<file path="src/rtl/eth_tx_pkg.sv">
// Shared types and check-sequence step functions for the transmit frame builder.
// Assumes bytes are serialized bit 0 first, so each step consumes data bit 0 first.
package eth_tx_pkg;

    typedef enum logic [2:0] {
        ST_IDLE,
        ST_PRE,
        ST_SFD,
        ST_DST,
        ST_SRC,
        ST_PAY,
        ST_FCS
    } tx_state_t;

    localparam logic [7:0]  PRE_BYTE  = 8'h55;
    localparam logic [7:0]  SFD_BYTE  = 8'hD5;
    localparam logic [31:0] POLY32_RF = 32'hEDB88320;
    localparam logic [15:0] POLY16    = 16'h1021;

    // One byte through the reflected 32-bit check register.
    function automatic logic [31:0] crc32_step(input logic [31:0] c, input logic [7:0] d);
        logic [31:0] r;
        r = c;
        for (int i = 0; i < 8; i++) begin
            if (r[0] ^ d[i]) r = (r >> 1) ^ POLY32_RF;
            else             r = r >> 1;
        end
        return r;
    endfunction

    // One byte through the MSB-shifting 16-bit check register, data bit 0 first.
    function automatic logic [15:0] crc16_step(input logic [15:0] c, input logic [7:0] d);
        logic [15:0] r;
        logic        fb;
        r = c;
        for (int i = 0; i < 8; i++) begin
            fb = r[15] ^ d[i];
            r  = {r[14:0], 1'b0};
            if (fb) r = r ^ POLY16;
        end
        return r;
    endfunction

    // Mirror the bit order of a byte.
    function automatic logic [7:0] bitrev8(input logic [7:0] d);
        logic [7:0] r;
        for (int i = 0; i < 8; i++) r[i] = d[7 - i];
        return r;
    endfunction

endpackage

</file>
<file path="src/rtl/eth_tx_crc.sv">
// Running check-sequence registers for both widths.
// Assumes init and upd are never high together; init wins if they are.
module eth_tx_crc
    import eth_tx_pkg::*;
(
    input  logic        clk,
    input  logic        rst_n,
    input  logic        init,
    input  logic        upd,
    input  logic [7:0]  data,
    output logic [31:0] crc32,
    output logic [15:0] crc16
);

    // Preset at frame start, fold in each accepted covered byte.
    always_ff @(posedge clk) begin
        if (!rst_n) begin
            crc32 <= '1;
            crc16 <= '1;
        end else if (init) begin
            crc32 <= '1;
            crc16 <= '1;
        end else if (upd) begin
            crc32 <= crc32_step(crc32, data);
            crc16 <= crc16_step(crc16, data);
        end
    end

    // a preset always leaves both registers at all ones.
    p_preset_r7: assert property (@(posedge clk) disable iff (!rst_n)
        init |=> (crc32 == 32'hFFFF_FFFF) && (crc16 == 16'hFFFF));

    // with no update and no preset the registers hold.
    p_crc_hold_r11: assert property (@(posedge clk) disable iff (!rst_n)
        (!init && !upd) |=> $stable(crc32) && $stable(crc16));

endmodule

</file>
<file path="src/rtl/eth_tx_seq.sv">
// Frame sequencer: walks preamble, delimiter, address fields, payload and check bytes.
// Assumes destination and payload bytes arrive on the input stream, with in_last on the
// final payload byte; in_last seen while in the destination field is ignored.
module eth_tx_seq
    import eth_tx_pkg::*;
#(
    parameter int PRE_LEN  = 7,
    parameter int MAX_ADDR = 6,
    localparam int SA_W    = 8 * MAX_ADDR,
    localparam int LEN_W   = $clog2(MAX_ADDR + 1),
    localparam int CNT_MAX = (PRE_LEN > MAX_ADDR) ? PRE_LEN : MAX_ADDR,
    localparam int CNT_W   = $clog2(CNT_MAX + 1)
) (
    input  logic             clk,
    input  logic             rst_n,
    input  logic [SA_W-1:0]  cfg_station_addr,
    input  logic [LEN_W-1:0] cfg_addr_len,
    input  logic [1:0]       cfg_crc_mode,
    input  logic             in_valid,
    input  logic [7:0]       in_data,
    input  logic             in_last,
    output logic             in_ready,
    output logic             out_valid,
    output logic [7:0]       out_data,
    output logic             out_last,
    input  logic             out_ready,
    input  logic [31:0]      crc32,
    input  logic [15:0]      crc16,
    output logic             crc_init,
    output logic             crc_upd
);

    tx_state_t        state;
    logic [CNT_W-1:0] cnt;
    logic [LEN_W-1:0] alen;
    logic [1:0]       mode;
    logic [SA_W-1:0]  sa;

    logic             fire;
    logic             fcs_on;
    logic             fcs_wide;
    logic             fcs_end;
    logic             addr_end;
    logic [LEN_W-1:0] len_clamped;
    logic [31:0]      crc32_out;
    logic [SA_W-1:0]  sa_shift;

    // Clamp the requested address length to the supported maximum.
    always_comb begin
        if (int'(cfg_addr_len) > MAX_ADDR) len_clamped = LEN_W'(MAX_ADDR);
        else                               len_clamped = cfg_addr_len;
    end

    // Decode the captured mode and the end points of the counted fields.
    always_comb begin
        fcs_on    = (mode != 2'b00);
        fcs_wide  = mode[1];
        fcs_end   = (int'(cnt) == (fcs_wide ? 3 : 1));
        addr_end  = (int'(cnt) == int'(alen) - 1);
        crc32_out = ~crc32 >> (8 * int'(cnt));
        sa_shift  = sa >> (8 * int'(cnt));
    end

    // Select the output byte and the handshake for the current field.
    always_comb begin
        out_valid = 1'b0;
        out_data  = 8'h00;
        out_last  = 1'b0;
        in_ready  = 1'b0;
        unique case (state)
            ST_PRE: begin
                out_valid = 1'b1;
                out_data  = PRE_BYTE;
            end
            ST_SFD: begin
                out_valid = 1'b1;
                out_data  = SFD_BYTE;
            end
            ST_DST: begin
                out_valid = in_valid;
                out_data  = in_data;
                in_ready  = out_ready;
            end
            ST_SRC: begin
                out_valid = 1'b1;
                out_data  = sa_shift[7:0];
            end
            ST_PAY: begin
                out_valid = in_valid;
                out_data  = in_data;
                out_last  = in_valid && in_last && !fcs_on;
                in_ready  = out_ready;
            end
            ST_FCS: begin
                out_valid = 1'b1;
                out_last  = fcs_end;
                if (fcs_wide)          out_data = crc32_out[7:0];
                else if (cnt == '0)    out_data = bitrev8(crc16[15:8]);
                else                   out_data = bitrev8(crc16[7:0]);
            end
            default: ;
        endcase
    end

    // Handshake strobes toward the check-sequence unit.
    always_comb begin
        fire     = out_valid && out_ready;
        crc_init = (state == ST_IDLE) && in_valid;
        crc_upd  = fire && ((state == ST_DST) || (state == ST_SRC) || (state == ST_PAY));
    end

    // Field sequencing and configuration capture.
    always_ff @(posedge clk) begin
        if (!rst_n) begin
            state <= ST_IDLE;
            cnt   <= '0;
            alen  <= '0;
            mode  <= 2'b00;
            sa    <= '0;
        end else begin
            unique case (state)
                ST_IDLE: begin
                    if (in_valid) begin
                        state <= ST_PRE;
                        cnt   <= '0;
                        alen  <= len_clamped;
                        mode  <= cfg_crc_mode;
                        sa    <= cfg_station_addr;
                    end
                end
                ST_PRE: begin
                    if (fire) begin
                        if (int'(cnt) == PRE_LEN - 1) begin
                            state <= ST_SFD;
                            cnt   <= '0;
                        end else begin
                            cnt <= cnt + 1'b1;
                        end
                    end
                end
                ST_SFD: begin
                    if (fire) state <= (alen != '0) ? ST_DST : ST_PAY;
                end
                ST_DST: begin
                    if (fire) begin
                        if (addr_end) begin
                            state <= ST_SRC;
                            cnt   <= '0;
                        end else begin
                            cnt <= cnt + 1'b1;
                        end
                    end
                end
                ST_SRC: begin
                    if (fire) begin
                        if (addr_end) begin
                            state <= ST_PAY;
                            cnt   <= '0;
                        end else begin
                            cnt <= cnt + 1'b1;
                        end
                    end
                end
                ST_PAY: begin
                    if (fire && in_last) begin
                        state <= fcs_on ? ST_FCS : ST_IDLE;
                        cnt   <= '0;
                    end
                end
                ST_FCS: begin
                    if (fire) begin
                        if (fcs_end) begin
                            state <= ST_IDLE;
                            cnt   <= '0;
                        end else begin
                            cnt <= cnt + 1'b1;
                        end
                    end
                end
                default: state <= ST_IDLE;
            endcase
        end
    end

    // a generated byte waiting on out_ready holds steady.
    p_gen_hold_r11: assert property (@(posedge clk) disable iff (!rst_n)
        (out_valid && !out_ready &&
         (state == ST_PRE || state == ST_SFD || state == ST_SRC || state == ST_FCS))
        |=> out_valid && $stable(out_data));

    // the first byte after leaving idle is a preamble byte.
    p_start_pre_r2: assert property (@(posedge clk) disable iff (!rst_n)
        ($past(state) == ST_IDLE && state != ST_IDLE) |-> (out_valid && out_data == PRE_BYTE));

    // after the delimiter goes out the next field is address or payload.
    p_sfd_next_r2: assert property (@(posedge clk) disable iff (!rst_n)
        (state == ST_SFD && fire) |=> (state == ST_DST || state == ST_PAY));

    // the captured address length never exceeds the maximum.
    p_len_bound_r3: assert property (@(posedge clk) disable iff (!rst_n)
        int'(alen) <= MAX_ADDR);

    // the field counter stays inside the destination field.
    p_dst_cnt_r3: assert property (@(posedge clk) disable iff (!rst_n)
        (state == ST_DST) |-> int'(cnt) < int'(alen));

    // the last flag only accompanies a valid byte.
    p_last_valid_r10: assert property (@(posedge clk) disable iff (!rst_n)
        out_last |-> out_valid);

    // an accepted last byte returns the sequencer to idle.
    p_last_idle_r10: assert property (@(posedge clk) disable iff (!rst_n)
        (out_last && out_ready) |=> state == ST_IDLE);

    // captured configuration holds while a frame is in progress.
    p_cfg_hold_r12: assert property (@(posedge clk) disable iff (!rst_n)
        ($past(state) != ST_IDLE) |-> ($stable(alen) && $stable(mode) && $stable(sa)));

endmodule

</file>
<file path="src/rtl/eth_tx_framer.sv">
// Transmit frame builder top: sequencer plus check-sequence unit.
// Assumes the downstream serializer consumes bytes through out_valid/out_ready.
module eth_tx_framer
    import eth_tx_pkg::*;
(
    input  logic        clk,
    input  logic        rst_n,
    input  logic [47:0] cfg_station_addr,
    input  logic [2:0]  cfg_addr_len,
    input  logic [1:0]  cfg_crc_mode,
    input  logic        in_valid,
    input  logic [7:0]  in_data,
    input  logic        in_last,
    output logic        in_ready,
    output logic        out_valid,
    output logic [7:0]  out_data,
    output logic        out_last,
    input  logic        out_ready
);

    logic [31:0] crc32;
    logic [15:0] crc16;
    logic        crc_init;
    logic        crc_upd;

    eth_tx_seq #(
        .PRE_LEN  (7),
        .MAX_ADDR (6)
    ) i_seq (
        .clk              (clk),
        .rst_n            (rst_n),
        .cfg_station_addr (cfg_station_addr),
        .cfg_addr_len     (cfg_addr_len),
        .cfg_crc_mode     (cfg_crc_mode),
        .in_valid         (in_valid),
        .in_data          (in_data),
        .in_last          (in_last),
        .in_ready         (in_ready),
        .out_valid        (out_valid),
        .out_data         (out_data),
        .out_last         (out_last),
        .out_ready        (out_ready),
        .crc32            (crc32),
        .crc16            (crc16),
        .crc_init         (crc_init),
        .crc_upd          (crc_upd)
    );

    eth_tx_crc i_crc (
        .clk   (clk),
        .rst_n (rst_n),
        .init  (crc_init),
        .upd   (crc_upd),
        .data  (out_data),
        .crc32 (crc32),
        .crc16 (crc16)
    );

    // nothing is offered or accepted while reset is held.
    p_reset_quiet_r1: assert property (@(posedge clk)
        !rst_n |=> (!rst_n -> (!out_valid && !in_ready)));

    // input is only taken when the byte also leaves.
    p_pass_through_r11: assert property (@(posedge clk) disable iff (!rst_n)
        in_ready |-> out_ready);

endmodule

</file>
<file path="config.mk">
export PLATFORM = sky130hd
export DESIGN_NAME = eth_tx_framer
export DESIGN_NICKNAME = d
export VERILOG_FILES = /design/src/rtl/eth_tx_pkg.sv /design/src/rtl/eth_tx_crc.sv /design/src/rtl/eth_tx_seq.sv /design/src/rtl/eth_tx_framer.sv
export SDC_FILE = /design/constraint.sdc
export NUM_CORES = 1
export LEC_CHECK = 0
export ABC_AREA = 1
export BUFFER_PORTS_ARGS = -buffer_cell sky130_fd_sc_hd__buf_2
export CORE_MARGIN = 2
export CORE_UTILIZATION = 59
export CTS_CLUSTER_SIZE = 20
export DETAILED_ROUTE_END_ITERATION = 12
export GPL_TIMING_DRIVEN = 1
export MAX_ROUTING_LAYER = met4
export PLACE_DENSITY = 0.81
export SYNTH_ARGS = -nofsm -noshare
export SYNTH_HDL_FRONTEND = slang
export SYNTH_HIERARCHICAL = 1
export SYNTH_SLANG_ARGS = --single-unit
</file>
<file path="constraint.sdc">
create_clock -name clk -period 3.02 [get_ports clk]
set_input_delay 0.604 -clock clk [delete_from_list [all_inputs] [get_ports clk]]
set_output_delay 0.604 -clock clk [all_outputs]
set_load 0.03 [all_outputs]
</file>
==> impl_metrics.toml <==
[sta]
finalHoldViolCount = 0
tightest_slew_ns = 1.07
setup_viol = 0
fin_setup_tns_ns = 0
max_freq_mhz = 339
relSlewSlack_pct = 28.5
period_needed_ns = 2.95
drv_slew = 0
finalCritPeriodShare_pct = 97.7
finalWorstSetupSlack_ns = 0.0696
rsz0062_at_grt = "false"
fin_worst_skew_ns = 0.0126

[clock_network]
post_cts_resize_count = 0
cts_max_level = 3
clock_path_buffers = 2
cts_hold_buf = 0
cts_setup_buffers = 0
clk_pin_slew_worst_paths_ns = 0.11
cts_tree = "built"
cts_sinks = 107
clk_latency_ns = 0.40
cts_buffers = 9
cts_root_buf = "clkbuf_8"

[die]
fp-row-count = 38
core-area_sq_um = 10800
die-height_um = 109
fp.dieW_um = 109
dieArea_sq_um = 11900
start_util_pct = 60.5
io_pins = 77

[cells_and_area]
finalNetCount = 1090
final_util_pct = 66.7
multi_input_area_sq_um = 3830
syn2layout_area_growth_pct = 10.4
antenna_cells = 0
drive_gt1_share_pct = 17.5
nFillCells = 994
register_area_sq_um = 2140

[synthesis]
synth_top_area_share_pct = 32.8
synth.avg_cell_area_sq_um = 6.79
async_flop_share_pct = 0
yosysUniqueCellTypes = 40
synth_xor_area_share_pct = 8.93
synthTopCellsByCount = "204 x nand2_1, 111 x o21ai_0, 108 x a21oi_1"
synthTopCellsByArea = "dfxtp_1 33%, nand2_1 12%, o21ai_0 8.5%, a21oi_1 8.3%, nor2_1 5.8%"
syn-num-nets = 1033
yosys.area_share.adder_pct = 1.15
ys_seq_elements = 107
yosysWarnings = 6
yosys_most_used_dff = "dfxtp_1"
ys_seq_area_share_pct = 32.8
yosys.area_share.simple_pct = 27.0
synth_area_sq_um = 6530
synth_top_family_by_area = "simple AND/OR/NAND/NOR gates"
synthCells = 961
synth_edf_count = 0
synthMuxAreaShare_pct = 0
synth.most_common_cell = "nand2_1"
synth_area_leader_cell = "dfxtp_1"
synth_compound_area_share_pct = 21.4

[setup_path]
critPathCapture = "out_data[7]"
cp.depth = 8
critPathKind = "register to primary output"
r2r_cells = 18
path_max_fanout = 32
startpoint = "i_seq/cnt[0]"
crit_chain = "inv_1 > buf_12 > nand2_1 > a22oi_1 > o22ai_1 > o21ai_0 > nand2_1 > buf_2"
r2r_setup_slack_ns = 0.16
worstSetupEndpointType = "primary output"
required_ns = 2.42
crit_top_cell = "nand2_1"
slowest_delay_ns = 0.35
critPathBufInv = 3
worstReg2RegEnd = "i_crc/crc32[17]"
r2r-start = "i_seq/cnt[0]"
cp-start-kind = "register"
crit_slowest_cell = "dfxtp_1"
critPathTopFamily = "compound AO/OA/AOI/OAI gates"
crit_arrival_ns = 2.35

[status]
run_status = "finished clean"

[power]
p_per_area_nw_per_um2 = 1140
vdd_ir_drop_max_v = 0.000602
p_leak_nw = 3.37
totalPowerFinal_mw = 8.18

[placed_design]
hpwl_um = 12900
globalplace.congestion = 0.981
port_buffers = 76
dpl_worst_slack_ns = 0.180

[routing]
routed_wl_um = 17800
vias = 6561
viasPerCell = 5.65
first_pass_iters = 6
wire_per_inst_um = 15.3
route.detailed.drc = 0
ant_nets = 0
drtIter0Drc = 718

[global_routing]
grt_pass1_wl_um = 28200
grtUsageTotal_pct = 31.3
grt_max_degree = 78
grt_pass1_vias = 5741
antenna_found_initial = 0
grt.overflow.total = 0

[min_path]
min_path_type = "input pin to register"

[job]
drv_cap = 0
worst min-delay path by stage:
stage                         startpoint            to  depth (start not counted)
finish               cfg_station_addr[4]   i_seq/sa[4]                          3
global route        cfg_station_addr[46]  i_seq/sa[46]                          3
CTS                  cfg_station_addr[4]   i_seq/sa[4]                          3
detailed placement          i_seq/sa[20]  i_seq/sa[20]                          2
global placement            i_seq/sa[43]  i_seq/sa[43]                          2
floorplan                   i_seq/sa[43]  i_seq/sa[43]                          2
layout by cell type, fill, tap and decap left out, types with 17 or more instances in the layout:
| cell | instances |
|---|---|
| nand2_1 | 203 |
| o21ai_0 | 110 |
| a21oi_1 | 107 |
| dfxtp_1 | 106 |
| nor2_1 | 100 |
| buf_2 | 76 |
| inv_1 | 71 |
| nand3_1 | 39 |
| xor2_1 | 30 |
| xnor2_1 | 26 |
| nand2_2 | 19 |
| buf_4 | 17 |
worst min-delay path: stages:
cell and delay, ns:
buf_2 0.08, nor2_1 0.03, nor2_1 0.08
area by class of cell:
| cell class | instances | share of cell area [%] |
|---|---|---|
| multi-input combinational | 722 | 53.2 |
| sequential | 107 | 29.8 |
| tap | 140 | 2.43 |
| inverter | 83 | 4.36 |
| clock buffer | 9 | 1.72 |
| clock inverter | 6 | 0.869 |
| timing repair buffer | 95 | 7.61 |
stage by stage:
step / hold slack (ns) / instances / area, sq um
2_1_floorplan: 0.429 / 961 / 6530
3_3_place_gp: 0.442 / 1147 / 7000
3_5_place_dp: 0.447 / 1147 / 7000
4_1_cts: 0.417 / 1162 / 7190
5_1_grt: 0.413 / 1162 / 7200
6_report: 0.425 / 1162 / 7200
sequential cells by signal (all words and copies together), names as in the netlist:
register / cells
i_crc/crc16: 16
i_crc/crc32: 32
i_seq/alen: 3
i_seq/cnt: 3
i_seq/mode: 2
i_seq/sa: 48
i_seq/state: 3
kinds of logic after synthesis:
logic type      count (synthesis)
compound gates                261
xor+xnor                       61
flops                         107
simple gates                  394
fa+ha+maj                       6
buf+inv                       132
per-layer routing:
metal	vias up	GRT usage, %	wire length [um]
met4	0	9.86	474
met2	307	46.2	7720
met3	40	6.28	1690
met1	2968	43.2	7900
li1	3246	-	-
met5	-	-	0
power breakdown:
part           internal (mW)  leakage [nW]  switching, mW
combinational           1.85          2.39           3.54
sequential              1.70         0.878          0.207
clock                  0.324        0.0976          0.558
(Power assumes the default switching activity.)
